===== src/rtl/burst_master_seq.sv =====
module burst_master_seq #(
  parameter int LEN_W = 8,
  parameter int LAT_W = 8
) (
  input  logic             clk,
  input  logic             rst_n,
  input  logic             start_i,
  input  logic [LEN_W-1:0] len_i,
  input  logic [LAT_W-1:0] lat_cfg_i,
  input  logic             data_rdy_i,
  input  logic             gnt_n_i,
  input  logic             trdy_n_i,
  output logic             frame_n_o,
  output logic             irdy_n_o,
  output logic             word_ack_o,
  output logic [LEN_W-1:0] words_done_o,
  output logic             busy_o
);

  typedef enum logic [1:0] {S_IDLE, S_ADDR, S_DATA, S_TURN} st_t;

  st_t              st;
  logic             frame_q, irdy_q, cut_q;
  logic [LEN_W-1:0] left_q, cnt_q, left_after;
  logic [LAT_W-1:0] lat_q;
  logic             go, cut_any, done_ph, next_last, launch;

  assign go         = start_i && !gnt_n_i && (len_i != '0);
  assign cut_any    = cut_q || (frame_q && (lat_q == '0) && gnt_n_i);
  assign done_ph    = irdy_q && !trdy_n_i;
  assign left_after = done_ph ? left_q - 1'b1 : left_q;
  assign next_last  = (left_after == LEN_W'(1)) || cut_any;
  assign launch     = data_rdy_i && frame_q &&
                      ((st == S_ADDR) || (st == S_DATA && (!irdy_q || done_ph)));

  assign frame_n_o    = !frame_q;
  assign irdy_n_o     = !irdy_q;
  assign word_ack_o   = done_ph;
  assign words_done_o = cnt_q;
  assign busy_o       = (st != S_IDLE);

  always_ff @(posedge clk) begin
    if (!rst_n) begin
      st      <= S_IDLE;
      frame_q <= 1'b0;
      irdy_q  <= 1'b0;
      cut_q   <= 1'b0;
      left_q  <= '0;
      cnt_q   <= '0;
      lat_q   <= '0;
    end else begin
      case (st)
        S_IDLE, S_TURN: begin
          if (go) begin
            st      <= S_ADDR;
            frame_q <= 1'b1;
            left_q  <= len_i;
            cnt_q   <= '0;
            lat_q   <= lat_cfg_i;
            cut_q   <= 1'b0;
          end else begin
            st <= S_IDLE;
          end
        end
        default: begin
          if (frame_q && lat_q != '0) lat_q <= lat_q - 1'b1;
          if (frame_q) cut_q <= cut_any;
          if (done_ph) begin
            cnt_q  <= cnt_q + 1'b1;
            left_q <= left_q - 1'b1;
          end
          if (done_ph && !frame_q) begin
            irdy_q <= 1'b0;
            st     <= S_TURN;
          end else if (launch) begin
            irdy_q  <= 1'b1;
            frame_q <= !next_last;
            st      <= S_DATA;
          end else if (done_ph) begin
            irdy_q <= 1'b0;
          end else if (st == S_ADDR) begin
            st <= S_DATA;
          end
        end
      endcase
    end
  end

  p_frame_hold_r5: assert property (@(posedge clk) disable iff (!rst_n)
    (!irdy_n_o && trdy_n_i) |=> $stable(frame_n_o));

  p_irdy_hold_r6: assert property (@(posedge clk) disable iff (!rst_n)
    (!irdy_n_o && trdy_n_i) |=> !irdy_n_o);

  p_frame_rise_r3: assert property (@(posedge clk) disable iff (!rst_n)
    $rose(frame_n_o) |-> !irdy_n_o);

  p_release_r4: assert property (@(posedge clk) disable iff (!rst_n)
    (!irdy_n_o && !trdy_n_i && frame_n_o) |=> (irdy_n_o && frame_n_o));

  p_count_r11: assert property (@(posedge clk) disable iff (!rst_n)
    (word_ack_o && busy_o) |=> (words_done_o == $past(words_done_o) + 1'b1));

  p_idle_r12: assert property (@(posedge clk) disable iff (!rst_n)
    (!busy_o && gnt_n_i) |=> (frame_n_o && !busy_o));

  p_addr_r2: assert property (@(posedge clk) disable iff (!rst_n)
    (!busy_o && start_i && !gnt_n_i && len_i != '0) |=> (!frame_n_o && irdy_n_o));

endmodule


===== config.mk =====
export PLATFORM = sky130hd
export DESIGN_NAME = burst_master_seq
export DESIGN_NICKNAME = d
export VERILOG_FILES = /design/src/rtl/burst_master_seq.sv
export SDC_FILE = /design/constraint.sdc
export NUM_CORES = 1
export LEC_CHECK = 0
export BUFFER_PORTS_ARGS = -buffer_cell sky130_fd_sc_hd__buf_2
export CORE_UTILIZATION = 57
export CTS_CLUSTER_SIZE = 16
export DETAILED_ROUTE_END_ITERATION = 10
export MAX_ROUTING_LAYER = met4
export PLACE_DENSITY_LB_ADDON = 0.3
export SLEW_MARGIN = 20
export SYNTH_ARGS = -nofsm -noshare
export SYNTH_HDL_FRONTEND = slang
export SYNTH_SLANG_ARGS = --single-unit

===== constraint.sdc =====
create_clock -name clk -period 3.4 [get_ports clk]
set_clock_uncertainty 0.15 [all_clocks]
set_input_delay 0.68 -clock clk [delete_from_list [all_inputs] [get_ports clk]]
set_output_delay 0.68 -clock clk [all_outputs]
set_load 0.01 [all_outputs]

==> flow_summary.toml, run 1 <==
[status]
outcome = "finished, final reports clean"

[logic_synthesis]
yosysUniqueCellTypes = 52
syn_avg_cell_area_um2 = 8.04
syn_inst = 231
syn_nets = 260
synth-seq-cells = 29
synth_edf_count = 0
synthFlopType = "sky130_fd_sc_hd__dfxtp_1"
yosysWarnings = 0
yosysSeqAreaShare_pct = 31.3
synth-async-reset-ratio_pct = 0
post_synth_instance_area_um2 = 1860

[clock_network]
clock_latency_ps = 330
cts_repair_resize_count = 0
tritoncts = "yes"
cts_post_setup_buffers_inserted = 0
cts_root_buf = "sky130_fd_sc_hd__clkbuf_4"
clk_path_buf_depth = 2
clock_tree.htree_level_count = 2
clock_sink_count = 29
cts-buffers-inserted = 5
clk_transition_reported_paths_ps = 100
cts-hold-fix-buffers = 0

[critical_path]
crit_path_top_delay_cell = "sky130_fd_sc_hd__ha_1"
timing.setup.critical_path_class = "reg -> reg"
crit_path_start_kind = "flip-flop"
worst_flop_to_flop_path_startpoint = "st[1]"
timing.critical_path.cells = "inv_1 > ha_1 > nand3b_2 > nor2_1 > nand3_1 > and3_1 > o21a_1"
reg2reg_setup_slack_ps = 800
regToRegEndpoint = "words_done_o[7]"
critical-path-max-stage-delay_ps = 910
worstPathMaxFanout = 31
cp.buffers_inverters = 1
crit_family = "adder cells"
setup.worst_path.end_class = "flip-flop"
worstPathArrival_ps = 2680
r2r_cells = 7
worst-endpoint-required_ps = 3480

[route]
drt-initial-drc-count = 80
wl_met2_mm = 1.84
postRouteAntennaNets = 0
vias = 1774
wl_met1_mm = 1.95
first_pass_iters = 4
routedWlPerCell_um = 13.1
detail_route.wirelength_mm = 4.03
met3_length_um = 196
via_per_inst = 5.76
detail_route.drc_violations = 0
routed.top_layer = "met4"

[place]
dp_hpwl_mm = 2.93
place.gp.congestion = 0.848
place.port_buffers = 33
place_worst_setup_slack_ps = 826
detailed_place.area_um2 = 2040

[floorplan]
floorplan.rows = 20
start_util_pct = 60.3
fp.dieW_um = 59.1
dieHeight_um = 59.1
floorplan.io_pins = 34
floorplan.die_area_um2 = 3490
core_area_um2 = 3080

[sta]
slew_viol_final = 0
period_minus_slack_ps = 2600
post_route_worst_setup_slack_ps = 799
post-route-period-util_pct = 76.5
report.final.hold_viol_count = 0
timing.max_slew.rel_slack_pct = 36.5
timing.fmax_mhz = 385
setup_violations = 0
worst_pin_slew_ps = 952
rsz0062_at_grt = "false"
timing.setup.tns_ps = 0

[layout]
post-route-cell-area_um2 = 2110
antenna_diode_count = 0
num-fill-cells = 272
area_of_the_multi_input_gates_um2 = 1170
layout-drive-gt1-share_pct = 19.7
design.final.nets = 292
regArea_um2 = 581
layout.core_utilization_pct = 68.5
syn2layout_area_growth_pct = 13.6

[global_route]
grt_overflow_total = 0
grt_usage_pct = 26.4
antenna_found_initial = 0
grt_max_degree = 35
global_route_wire_length_before_repair_mm = 6.80
vias_in_the_first_global_route = 1525

[hold_path]
worst_hold_path.num_cells = 2
hold_path_end = "cut_q"
hold_path_class = "reg -> reg"
holdCritStartpoint = "cut_q"

[job]
max-cap-violations = 0

[power]
worst_ir_drop_vdd_mv = 0.283
leakagePower_nw = 0.916
power_density_nw_per_um2 = 397
==> power by group <==
part / internal, mW / switching, mW
registers: 0.362 / 0.0274
logic: 0.0842 / 0.116
clock network: 0.120 / 0.128
total: 0.566 / 0.271
==> flip-flops by register name (all words and copies together), names as in the netlist <==
signal        flops
cut_q             1
frame_q           1
irdy_q            1
lat_q             8
left_q            8
st                2
words_done_o      8
==> metal layers <==
layer,GRT usage [%],vias to the layer above
met5,-,-
met4,10.5,0
met3,4.80,6
met2,38.3,59
met1,36.2,820
li1,-,889
==> worst register-to-register path: cells and delay by family (launching register included) <==
family | cells | cell delay [ps]
buffers and inverters | 1 | 70
adder cells (fa/ha/maj) | 1 | 910
flip-flops | 1 | 370
AO/OA/AOI/OAI | 1 | 170
AND/OR/NAND/NOR | 4 | 850
==> placed cells by master, fill, tap and decap left out, drive strengths merged, types with 2 or more instances in the layout <==
| cell | synthesis | routed |
|---|---|---|
| nor4 | 4 | 4 |
| nor3 | 5 | 5 |
| inv | 16 | 16 |
| xor2 | 3 | 3 |
| nor2 | 22 | 22 |
| clkbuf | 5 | 7 |
| o21a | 4 | 4 |
| o211ai | 4 | 4 |
| a21boi | 9 | 9 |
| buf | 4 | 34 |
| nand3 | 10 | 10 |
| and3 | 6 | 6 |
| ha | 7 | 7 |
| a21oi | 8 | 8 |
| nor2b | 4 | 4 |
| o22ai | 2 | 2 |
| dfxtp | 29 | 29 |
| nand3b | 2 | 2 |
| a211o | 3 | 3 |
| o21ai | 14 | 14 |
| nand2b | 2 | 2 |
| o311a | 2 | 2 |
| xnor2 | 3 | 3 |
| o2111ai | 2 | 2 |
| nand2 | 31 | 31 |
| mux2i | 6 | 6 |
| nand4 | 2 | 2 |
| o211a | 2 | 2 |
| a31oi | 5 | 5 |
==> per-stage QoR <==
| step | instances | power (mW) | hold slack, ps |
|---|---|---|---|
| after global placement | 300 | 0.592 | 309 |
| after floorplan | 231 | 0.543 | 291 |
| final | 308 | 0.837 | 341 |
| after global routing | 308 | 0.886 | 365 |
| after detailed placement | 300 | 0.596 | 317 |
| after CTS | 308 | 0.844 | 344 |
==> synthesized netlist by cell type (all sizes together), types with 4 or more instances <==
library cell   n  area share (%)
nand2         31             6.3
dfxtp         29              31
nor2          22             5.0
inv           16             3.2
o21ai         14             3.8
nand3         10             2.7
a21boi         9             3.6
a21oi          8             2.4
ha             7             4.7
and3           6             2.0
mux2i          6             3.2
a31oi          5             1.7
clkbuf         5             1.0
nor3           5             1.3
buf            4             1.4
nor2b          4             1.3
nor4           4             4.1
o211ai         4             1.6
o21a           4             1.6
==> cell type report <==
cell class | count | share of cell area [%]
tap | 44 | 2.61
sequential | 29 | 27.5
multi-input combinational | 177 | 55.5
timing repair buffer | 34 | 8.19
clock inverter | 1 | 0.237
inverter | 16 | 2.85
clock buffer | 7 | 3.08
==> how the worst max path moves through the flow <==
stage,start,endpoint,slack [ps],cells after the start
floorplan,len_i[0],left_q[1],1440,4
global placement,st[1],words_done_o[7],910,7
detailed placement,st[1],words_done_o[7],830,7
CTS,st[1],words_done_o[7],820,7
global route,st[1],words_done_o[7],600,7
finish,st[1],words_done_o[7],800,7
==> kinds of logic after synthesis <==
kind of cell	Yosys count	share of synthesized area, %
AO/OA/AOI/OAI	62	23.2
XOR/XNOR	6	2.83
adder cells (fa/ha/maj)	7	4.72
buffers and inverters	25	5.66
flip-flops	29	31.3
multiplexers	6	3.23
AND/OR/NAND/NOR	96	29.0
(Power assumes the default switching activity.)
==> inputs of run 2 (changes only) <==
--- a/config.mk
+++ b/config.mk
@@ -6,7 +6,7 @@
 export NUM_CORES = 1
 export LEC_CHECK = 0
 export BUFFER_PORTS_ARGS = -buffer_cell sky130_fd_sc_hd__buf_2
-export CORE_UTILIZATION = 57
+export CORE_UTILIZATION = 55
 export CTS_CLUSTER_SIZE = 16
 export DETAILED_ROUTE_END_ITERATION = 10
 export MAX_ROUTING_LAYER = met4
==> constraint.sdc (replaced) <==
create_clock -name clk -period 2.51 [get_ports clk]
set_clock_uncertainty 0.15 [all_clocks]
set_input_delay 0.502 -clock clk [delete_from_list [all_inputs] [get_ports clk]]
set_output_delay 0.502 -clock clk [all_outputs]
set_load 0.01 [all_outputs]
==> run 2 against run 1 <==
- sequential power is 35% higher
- total power rose by 31%
- clock power is 20% higher
==> flow_summary.toml, run 2 (synthesis gave the netlist of run 1 again) <==
[route]
drt-initial-drc-count = 89
via_per_inst = 5.74
first_pass_iters = 4
vias = 1775
detail_route.wirelength_mm = 4.14
detail_route.drc_violations = 0
postRouteAntennaNets = 0
routedWlPerCell_um = 13.4

[sta]
report.final.hold_viol_count = 0
rsz0062_at_grt = "false"
timing.fmax_mhz = 465
period_minus_slack_ps = 2150
timing.setup.tns_ps = 0
slew_viol_final = 0
post-route-period-util_pct = 85.7
setup_violations = 0
worst_pin_slew_ps = 554
timing.max_slew.rel_slack_pct = 63.1

[floorplan]
dieHeight_um = 60.1
floorplan.io_pins = 34
start_util_pct = 59.4
fp.dieW_um = 60.1
core_area_um2 = 3130
floorplan.die_area_um2 = 3610
floorplan.rows = 20

[place]
placed_cells_incl_taps = 302
place.gp.congestion = 0.898
place.port_buffers = 33
dp_hpwl_mm = 2.99

[hold_path]
worst_hold_path.num_cells = 2
hold_path_class = "reg -> reg"

[critical_path]
worstPathMaxFanout = 16
setup.worst_path.end_class = "flip-flop"
critical_path_cell_count = 7
crit_path_start_kind = "flip-flop"
critical-path-max-stage-delay_ps = 530
r2r_cells = 7
crit_path_top_delay_cell = "sky130_fd_sc_hd__ha_1"
crit_family = "compound AO/OA/AOI/OAI gates"
timing.critical_path.cells = "inv_1 > ha_1 > nand2_1 > a31oi_1 > nor2_4 > a211o_1 > a21boi_1"
worst-endpoint-required_ps = 2630
cp.buffers_inverters = 1
timing.setup.critical_path_class = "reg -> reg"
worstPathArrival_ps = 2270

[layout]
antenna_diode_count = 0
final_common_cell = "sky130_fd_sc_hd__buf_2"
design.final.nets = 294
mostFrequentLayoutCells = "sky130_fd_sc_hd__buf_2 (33), sky130_fd_sc_hd__nand2_1 (31), sky130_fd_sc_hd__dfxtp_1 (29)"
post_layout_nonfiller_instances = 309
syn2layout_area_growth_pct = 13.6
layout-drive-gt1-share_pct = 19.6

[clock_network]
tritoncts = "yes"
cts-buffers-inserted = 5
cts_repair_resize_count = 0
clk_transition_reported_paths_ps = 90
clock_latency_ps = 330
cts-hold-fix-buffers = 0
cts_root_buf = "sky130_fd_sc_hd__clkbuf_4"
clock_tree.htree_level_count = 2
cts_post_setup_buffers_inserted = 0
clk_path_buf_depth = 2
clock_sink_count = 29

[global_route]
vias_in_the_first_global_route = 1574
grt_usage_pct = 26.7
grt_max_degree = 35
global_route_wire_length_before_repair_mm = 7.07
grt_overflow_total = 0
antenna_found_initial = 0

[job]
max-cap-violations = 0

[power]
worst_ir_drop_vdd_mv = 0.342
leakagePower_nw = 0.917
power_density_nw_per_um2 = 522

[status]
outcome = "finished, final reports clean"
## run 2: cell count changes in the layout (fill, tap and decap cells not counted)
cell / previous run / this run
sky130_fd_sc_hd__clkbuf_8: 2 / 1
sky130_fd_sc_hd__clkinv_2: 1 / 0
sky130_fd_sc_hd__buf_4: 1 / 3
sky130_fd_sc_hd__clkbuf_1: 0 / 1
## run 2: cell type report
type	count	area, um2
multi-input combinational	177	1170
tap	44	55.1
inverter	16	60.1
clock buffer	7	55.1
sequential	29	581
timing repair buffer	36	188
fill	265	1020
## run 2: routing by layer
metal,wire [um],share of wire (%),up-vias,GRT usage [%]
met5,0,0,-,-
met4,73,1.8,0,8.97
met3,314,7.6,10,5.84
met2,1790,43,67,38.6
met1,1960,47,807,36.2
li1,-,-,891,-
## run 2: where the power goes
group | switching (mW) | total [mW] | internal (mW)
combinational | 0.161 | 0.277 | 0.116
sequential | 0.0368 | 0.527 | 0.490
clock | 0.164 | 0.296 | 0.132
total | 0.362 | 1.10 | 0.738
## run 2: final timing paths
check | from | to | slack, ps
hold reg to reg | cut_q | cut_q | 330
hold / removal | cut_q | cut_q | 330
setup reg to reg | st[1] | lat_q[1] | 360
setup / recovery | st[1] | lat_q[1] | 360
## run 2: worst register-to-register path: stages (launching register included)
cell                       delay [ps]
sky130_fd_sc_hd__dfxtp_1          370
sky130_fd_sc_hd__inv_1             70
sky130_fd_sc_hd__ha_1             530
sky130_fd_sc_hd__nand2_1          130
sky130_fd_sc_hd__a31oi_1          280
sky130_fd_sc_hd__nor2_4           130
sky130_fd_sc_hd__a211o_1          300
sky130_fd_sc_hd__a21boi_1         130
## run 2: metrics by stage
stage / instance area [um2] / setup slack, ps / utilization (%) / hold WS [ps] / power, mW
6_report: 2110 / 359 / 67.4 / 331 / 1.10
5_1_grt: 2110 / 194 / 67.4 / 337 / 1.16
4_1_cts: 2110 / 363 / 67.4 / 328 / 1.10
3_5_place_dp: 2050 / 386 / 65.7 / 316 / 0.811
3_3_place_gp: 2050 / 446 / 65.7 / 307 / 0.806
2_1_floorplan: 1860 / 623 / - / 291 / 0.735
